File: src/rtl/nirq_pkg.sv
package nirq_pkg;
   typedef enum logic {
      SVC_SEQ  = 1'b0,
      SVC_NEST = 1'b1
   } svc_mode_e;
endpackage

File: src/rtl/nirq_pend_latch.sv
module nirq_pend_latch #(
   parameter int unsigned N_LINES = 8
) (
   input  logic               clk,
   input  logic               rst_n,
   input  logic [N_LINES-1:0] req_i,
   input  logic [N_LINES-1:0] clr_i,
   output logic [N_LINES-1:0] pend_o
);
   logic [N_LINES-1:0] req_q;
   logic [N_LINES-1:0] rise;

   initial assert (N_LINES >= 2) else $error("N_LINES must be at least 2");

   always_ff @(posedge clk or negedge rst_n) begin
      if (!rst_n) req_q <= '0;
      else        req_q <= req_i;
   end

   assign rise = req_i & ~req_q;

   for (genvar i = 0; i < N_LINES; i++) begin : g_line
      always_ff @(posedge clk or negedge rst_n) begin
         if (!rst_n)        pend_o[i] <= 1'b0;
         else if (rise[i])  pend_o[i] <= 1'b1;
         else if (clr_i[i]) pend_o[i] <= 1'b0;
      end

      AST_EDGE_LATCH: assert property (@(posedge clk) disable iff (!rst_n)
         rise[i] |=> pend_o[i]);
      AST_ACK_CLEAR: assert property (@(posedge clk) disable iff (!rst_n)
         (clr_i[i] && !rise[i]) |=> !pend_o[i]);
   end
endmodule

File: src/rtl/nirq_pick.sv
module nirq_pick #(
   parameter int unsigned N_LINES = 8,
   parameter int unsigned PRIO_W  = 3,
   localparam int unsigned IDX_W  = $clog2(N_LINES)
) (
   input  logic [N_LINES-1:0]        pend_i,
   input  logic [N_LINES*PRIO_W-1:0] prio_cfg_i,
   output logic                      any_o,
   output logic [IDX_W-1:0]          idx_o,
   output logic [PRIO_W-1:0]         prio_o
);
   logic [PRIO_W-1:0] prio_arr [N_LINES];

   initial assert (PRIO_W >= 1) else $error("PRIO_W must be at least 1");

   for (genvar i = 0; i < N_LINES; i++) begin : g_unpack
      assign prio_arr[i] = prio_cfg_i[i*PRIO_W +: PRIO_W];
   end

   // strict greater-than keeps the lower index on a tie
   always_comb begin
      any_o  = 1'b0;
      idx_o  = '0;
      prio_o = '0;
      for (int i = 0; i < N_LINES; i++) begin
         if (pend_i[i] && (!any_o || prio_arr[i] > prio_o)) begin
            any_o  = 1'b1;
            idx_o  = IDX_W'(i);
            prio_o = prio_arr[i];
         end
      end
   end
endmodule

File: src/rtl/nirq_lvl_stack.sv
module nirq_lvl_stack #(
   parameter int unsigned DEPTH  = 8,
   parameter int unsigned PRIO_W = 3,
   localparam int unsigned AW    = $clog2(DEPTH),
   localparam int unsigned CW    = $clog2(DEPTH + 1)
) (
   input  logic              clk,
   input  logic              rst_n,
   input  logic              push_i,
   input  logic              pop_i,
   input  logic [PRIO_W-1:0] push_val_i,
   output logic [PRIO_W-1:0] top_o,
   output logic              empty_o,
   output logic              full_o
);
   logic [PRIO_W-1:0] mem [DEPTH];
   logic [CW-1:0]     cnt;
   logic [CW-1:0]     cnt_m1;
   logic [CW-1:0]     wr_ptr;
   logic              do_wr;

   initial assert (DEPTH >= 2) else $error("DEPTH must be at least 2");

   assign empty_o = (cnt == '0);
   assign full_o  = (cnt == CW'(DEPTH));
   assign cnt_m1  = cnt - CW'(1);
   assign top_o   = empty_o ? '0 : mem[cnt_m1[AW-1:0]];

   // a pop with a push replaces the top entry
   assign do_wr  = push_i && (pop_i ? !empty_o : !full_o);
   assign wr_ptr = pop_i ? cnt_m1 : cnt;

   for (genvar e = 0; e < DEPTH; e++) begin : g_ent
      always_ff @(posedge clk or negedge rst_n) begin
         if (!rst_n)                           mem[e] <= '0;
         else if (do_wr && wr_ptr == CW'(e))   mem[e] <= push_val_i;
      end
   end

   always_ff @(posedge clk or negedge rst_n) begin
      if (!rst_n)                          cnt <= '0;
      else if (push_i && !pop_i && !full_o) cnt <= cnt + CW'(1);
      else if (pop_i && !push_i && !empty_o) cnt <= cnt_m1;
   end

   AST_NO_OVERFLOW: assert property (@(posedge clk) disable iff (!rst_n)
      (push_i && !pop_i) |-> !full_o);
   AST_PUSH_TOP: assert property (@(posedge clk) disable iff (!rst_n)
      (push_i && !full_o) |=> (top_o == $past(push_val_i)));
endmodule

File: src/rtl/nest_irq_ctrl.sv
module nest_irq_ctrl #(
   parameter int unsigned N_LINES     = 8,
   parameter int unsigned PRIO_W      = 3,
   parameter int unsigned STACK_DEPTH = 8,
   localparam int unsigned IDX_W      = $clog2(N_LINES)
) (
   input  logic                      clk,
   input  logic                      rst_n,
   input  logic [N_LINES-1:0]        req_i,
   input  logic [N_LINES*PRIO_W-1:0] prio_cfg_i,
   input  logic                      nest_mode_i,
   input  logic                      ack_i,
   input  logic                      eoi_i,
   output logic                      irq_o,
   output logic [IDX_W-1:0]          vec_o
);
   import nirq_pkg::*;

   logic [N_LINES-1:0] pend;
   logic [N_LINES-1:0] clr;
   logic               cand_any;
   logic [IDX_W-1:0]   cand_idx;
   logic [PRIO_W-1:0]  cand_prio;
   logic [PRIO_W-1:0]  top_prio;
   logic               stk_empty;
   logic               stk_full;
   logic               ack_ok;
   logic               eoi_ok;
   svc_mode_e          mode_q;
   svc_mode_e          mode_eff;

   initial assert (STACK_DEPTH >= (1 << PRIO_W))
      else $error("STACK_DEPTH must hold one entry per priority level");

   nirq_pend_latch #(.N_LINES(N_LINES)) u_pend (
      .clk(clk), .rst_n(rst_n), .req_i(req_i), .clr_i(clr), .pend_o(pend)
   );

   nirq_pick #(.N_LINES(N_LINES), .PRIO_W(PRIO_W)) u_pick (
      .pend_i(pend), .prio_cfg_i(prio_cfg_i),
      .any_o(cand_any), .idx_o(cand_idx), .prio_o(cand_prio)
   );

   nirq_lvl_stack #(.DEPTH(STACK_DEPTH), .PRIO_W(PRIO_W)) u_stk (
      .clk(clk), .rst_n(rst_n), .push_i(ack_ok), .pop_i(eoi_ok),
      .push_val_i(cand_prio), .top_o(top_prio),
      .empty_o(stk_empty), .full_o(stk_full)
   );

   // mode input is only sampled while nothing is in service
   assign mode_eff = stk_empty ? svc_mode_e'(nest_mode_i) : mode_q;

   always_ff @(posedge clk or negedge rst_n) begin
      if (!rst_n) mode_q <= SVC_SEQ;
      else        mode_q <= mode_eff;
   end

   assign irq_o  = cand_any &&
                   (stk_empty || (mode_eff == SVC_NEST && cand_prio > top_prio));
   assign ack_ok = ack_i && irq_o;
   assign eoi_ok = eoi_i && !stk_empty;
   assign clr    = ack_ok ? ({{(N_LINES-1){1'b0}}, 1'b1} << cand_idx) : '0;

   always_ff @(posedge clk or negedge rst_n) begin
      if (!rst_n)      vec_o <= '0;
      else if (ack_ok) vec_o <= cand_idx;
   end

   AST_SEQ_BLOCK: assert property (@(posedge clk) disable iff (!rst_n)
      (mode_q == SVC_SEQ && !stk_empty) |-> !irq_o);
   AST_NEST_HIGHER: assert property (@(posedge clk) disable iff (!rst_n)
      (irq_o && !stk_empty) |-> (cand_prio > top_prio));
   AST_MODE_FROZEN: assert property (@(posedge clk) disable iff (!rst_n)
      (!stk_empty && !$past(stk_empty)) |-> $stable(mode_q));
   AST_FULL_UNREACHED: assert property (@(posedge clk) disable iff (!rst_n)
      irq_o |-> !stk_full);
endmodule

File: config.mk
export PLATFORM = sky130hd
export DESIGN_NAME = nest_irq_ctrl
export DESIGN_NICKNAME = d
export VERILOG_FILES = /design/src/rtl/nirq_pkg.sv /design/src/rtl/nirq_pend_latch.sv /design/src/rtl/nirq_pick.sv /design/src/rtl/nirq_lvl_stack.sv /design/src/rtl/nest_irq_ctrl.sv
export SDC_FILE = /design/constraint.sdc
export NUM_CORES = 1
export LEC_CHECK = 0
export ABC_AREA = 1
export BUFFER_PORTS_ARGS = -buffer_cell sky130_fd_sc_hd__buf_2
export CORE_MARGIN = 4
export CORE_UTILIZATION = 60
export CTS_BUF_LIST = sky130_fd_sc_hd__clkbuf_4
export CTS_CLUSTER_SIZE = 8
export DETAILED_ROUTE_END_ITERATION = 8
export PLACE_DENSITY = 0.82
export SYNTH_ARGS = -nofsm -noshare
export SYNTH_HDL_FRONTEND = slang
export SYNTH_SLANG_ARGS = --single-unit
File: constraint.sdc
create_clock -name clk -period 22.8 [get_ports clk]
set_input_delay 2.28 -clock clk [delete_from_list [all_inputs] [get_ports clk]]
set_output_delay 2.28 -clock clk [all_outputs]
set_load 0.02 [all_outputs]
==> run_results.csv <==
group,metric,value,unit
synthesis,post_synth.cell_area_avg,7.44,um^2
timing,worst-slew-pin-transition,1070,ps
setup_path,cp_data_arrival_time,11790,ps
die,die-area,0.00688,mm^2
cells_and_area,drive_gt1_share,16.3,%
timing,holdWs,426,ps
synthesis,synthDominantAreaCellType,"sky130_fd_sc_hd__dfrtp_1",
routing,via_per_inst,5.55,
global_routing,global_routing_usage_summed_across_all_routing_layers,21.8,%
run_status,status,"finished clean",
global_routing,via_count_of_the_first_global_routing_pass,2886,
cells_and_area,mostFrequentLayoutCells,"sky130_fd_sc_hd__nand2_1 (118), sky130_fd_sc_hd__nand3_1 (53), sky130_fd_sc_hd__inv_1 (52)",
timing,finClkSkew,4.88,ps
setup_path,worstPathRequired,20520,ps
timing,grt_setup_unrepaired,"no",
timing,slew_violations,0,
synthesis,ys_warn_count,0,
synthesis,asr_flop_ratio_synth,100,%
cts,cts.root.buffer_cell,"sky130_fd_sc_hd__clkbuf_4",
place,place.gp.congestion,0.867,
die,die_width,82.9,um
cts,cts-resized-gates,0,
setup_path,critPathSlowestCell,"sky130_fd_sc_hd__or2_1",
timing,setup_tns_final,0,ps
routing,post_drt_wl_per_cell,13.2,um
setup_path,sort_of_element_at_the_start_of_the_critical_path,"primary input",
synthesis,synthesis.area,0.00337,mm^2
global_routing,grt_first_pass_wirelength,12700,um
cells_and_area,filler_cell_count,473,
timing,max_slew_margin,29.0,%
synthesis,dominantRegCellSynth,"sky130_fd_sc_hd__dfrtp_1",
synthesis,ys_top_cells_by_area,"sky130_fd_sc_hd__dfrtp_1 (36%), sky130_fd_sc_hd__nand2_1 (13%), sky130_fd_sc_hd__ha_1 (9.3%)",
cts,cts_tree,"built",
global_routing,antenna_found_initial,0,
global_routing,grt_max_degree,49,
routing,detail_route.first_pass.iterations,5,
cts,clkTransAtPathRegs,140,ps
die,design.core.area,0.00547,mm^2
place,io_buf_count,40,
place,detailed_place.area,0.00361,mm^2
place,post-place-cells,556,
cts,cts-buffers-inserted,5,
timing,setup_viol_count_final,0,
die,floorplan.die.height,82.9,um
setup_path,cp_max_fo,11,
cells_and_area,multi_input_comb_area,0.00190,mm^2
die,initial_utilization,61.6,%
cts,cts_post_setup_buffers_inserted,0,
timing,achievable_freq,71.1,MHz
cells_and_area,ff_latch_area,0.00120,mm^2
routing,drc,0,
routing,via_count,3128,
min_path,hold_path.class,"reg -> reg",
cells_and_area,layoutNonFillerInstCount,564,
synthesis,post-synth-top-area-fraction,35.6,%
timing,post-route-min-period,14070,ps
cts,clock_sinks,48,
synthesis,netlist-cell-type-count,42,
global_routing,global_route.overflow_total,0,
setup_path,slowest_delay,450,ps
routing,drt.antenna.violating_nets,0,
setup_path,crit_top_cell,"sky130_fd_sc_hd__nand2_1",
cells_and_area,post-route-cell-area,0.00366,mm^2
synthesis,synth-edff-count,0,
cts,clock_latency,370,ps
synthesis,syn_inst,453,
routing,wirelength,7420,um
cts,cts_hold_repair.buffers,0,
routing,violation_count_after_the_first_detailed_route_iteration,267,
synthesis,synth.net_count,515,
timing,final_hold_viol_count,0,
setup_path,timing.critical_path.to_type,"output pin",
job,cap_violations,0,
cts,clock_tree.buffer_depth,2,
cells_and_area,diodes,0,
cts,cts.htree.levels,2,
timing,period_share,61.7,%
die,row_count,27,
place,place.detailed.hpwl,5760,um
cells_and_area,syn2layout_area_growth,8.69,%
cells_and_area,most_frequent_standard_cell_in_the_layout_excluding_fill_and_tap_cells,"sky130_fd_sc_hd__nand2_1",
synthesis,ys_seq_area_share,35.6,%
cells_and_area,num-nets-final,553,
synthesis,postSynthRegisterBits,48,
die,pin_count,41,
setup_path,crit_type,"in -> out",
## layer usage
metal  track usage, %  part of all wire, %  vias up
li1                 -                    -     1566
met3             3.97                  5.9       11
met5                0                    0        -
met2             35.7                   47      109
met4             4.61                 0.84        0
met1             30.2                   46     1442
## logic make-up after synthesis
family	Yosys count	synth area share, %
AOI/OAI and AO/OA	78	13.1
adders and majority gates	25	9.28
and+or+nand+nor	229	32.1
buffers and inverters	67	8.06
xor gates and xnor gates	6	1.78
DFF	48	35.6
## stage by stage
step / setup WS, ps / utilization, %
floorplan: 10170 / -
global placement: 9280 / 65.9
detailed placement: 8870 / 65.9
CTS: 8840 / 66.9
global route: 7970 / 66.9
finish: 8730 / 66.9
## synthesized netlist by cell type, types with 3 or more instances
library cell               instances
sky130_fd_sc_hd__nand2_2           9
sky130_fd_sc_hd__dfrtp_1          48
sky130_fd_sc_hd__inv_1            52
sky130_fd_sc_hd__o21ai_2           3
sky130_fd_sc_hd__ha_1             25
sky130_fd_sc_hd__nand2_1         118
sky130_fd_sc_hd__clkbuf_1          4
sky130_fd_sc_hd__o21ai_0          42
sky130_fd_sc_hd__nor2_1           24
sky130_fd_sc_hd__xor2_1            4
sky130_fd_sc_hd__a21oi_1          14
sky130_fd_sc_hd__or2_1             3
sky130_fd_sc_hd__o21ai_1           8
sky130_fd_sc_hd__nand3_1          53
sky130_fd_sc_hd__inv_2             4
sky130_fd_sc_hd__and2_1            7
## path summary, 6_finish.rpt
kind                                     to              from  slack (ps)  cells after the start
max reg2reg                   u_stk.mem[20]  u_pend.pend_o[0]       12020                     74
min reg2reg                u_pend.pend_o[7]   u_pend.req_q[7]         430                      1
min in group asynchronous      u_stk.cnt[0]             rst_n        2080                      1
min                        u_pend.pend_o[7]   u_pend.req_q[7]         430                      1
max in group asynchronous  u_pend.pend_o[5]             rst_n       20060                      1
max                                   irq_o     prio_cfg_i[2]        8730                     70
## final cells by class
cell class | count | share of cell area [%]
timing repair buffer | 40 | 5.47
clock inverter | 3 | 0.512
tap | 72 | 2.46
inverter | 58 | 5.94
multi-input combinational | 338 | 51.8
sequential | 48 | 32.8
clock buffer | 5 | 1.02
## state kept, by name (all words and copies together), names as in the netlist
signal	cells
mode_q	1
u_pend.pend_o	8
u_pend.req_q	8
u_stk.cnt	4
u_stk.mem	24
vec_o	3
## worst max-delay path, delay by kind of cell
family	cells	cell delay, ps
adders and majority gates	8	2470
buffers and inverters	7	630
AOI/OAI and AO/OA	14	1790
and+or+nand+nor	41	4620
Power is left out: the tool's default activity adds up to more than one toggle a clock period on the data nets, which glitch-free logic cannot reach.
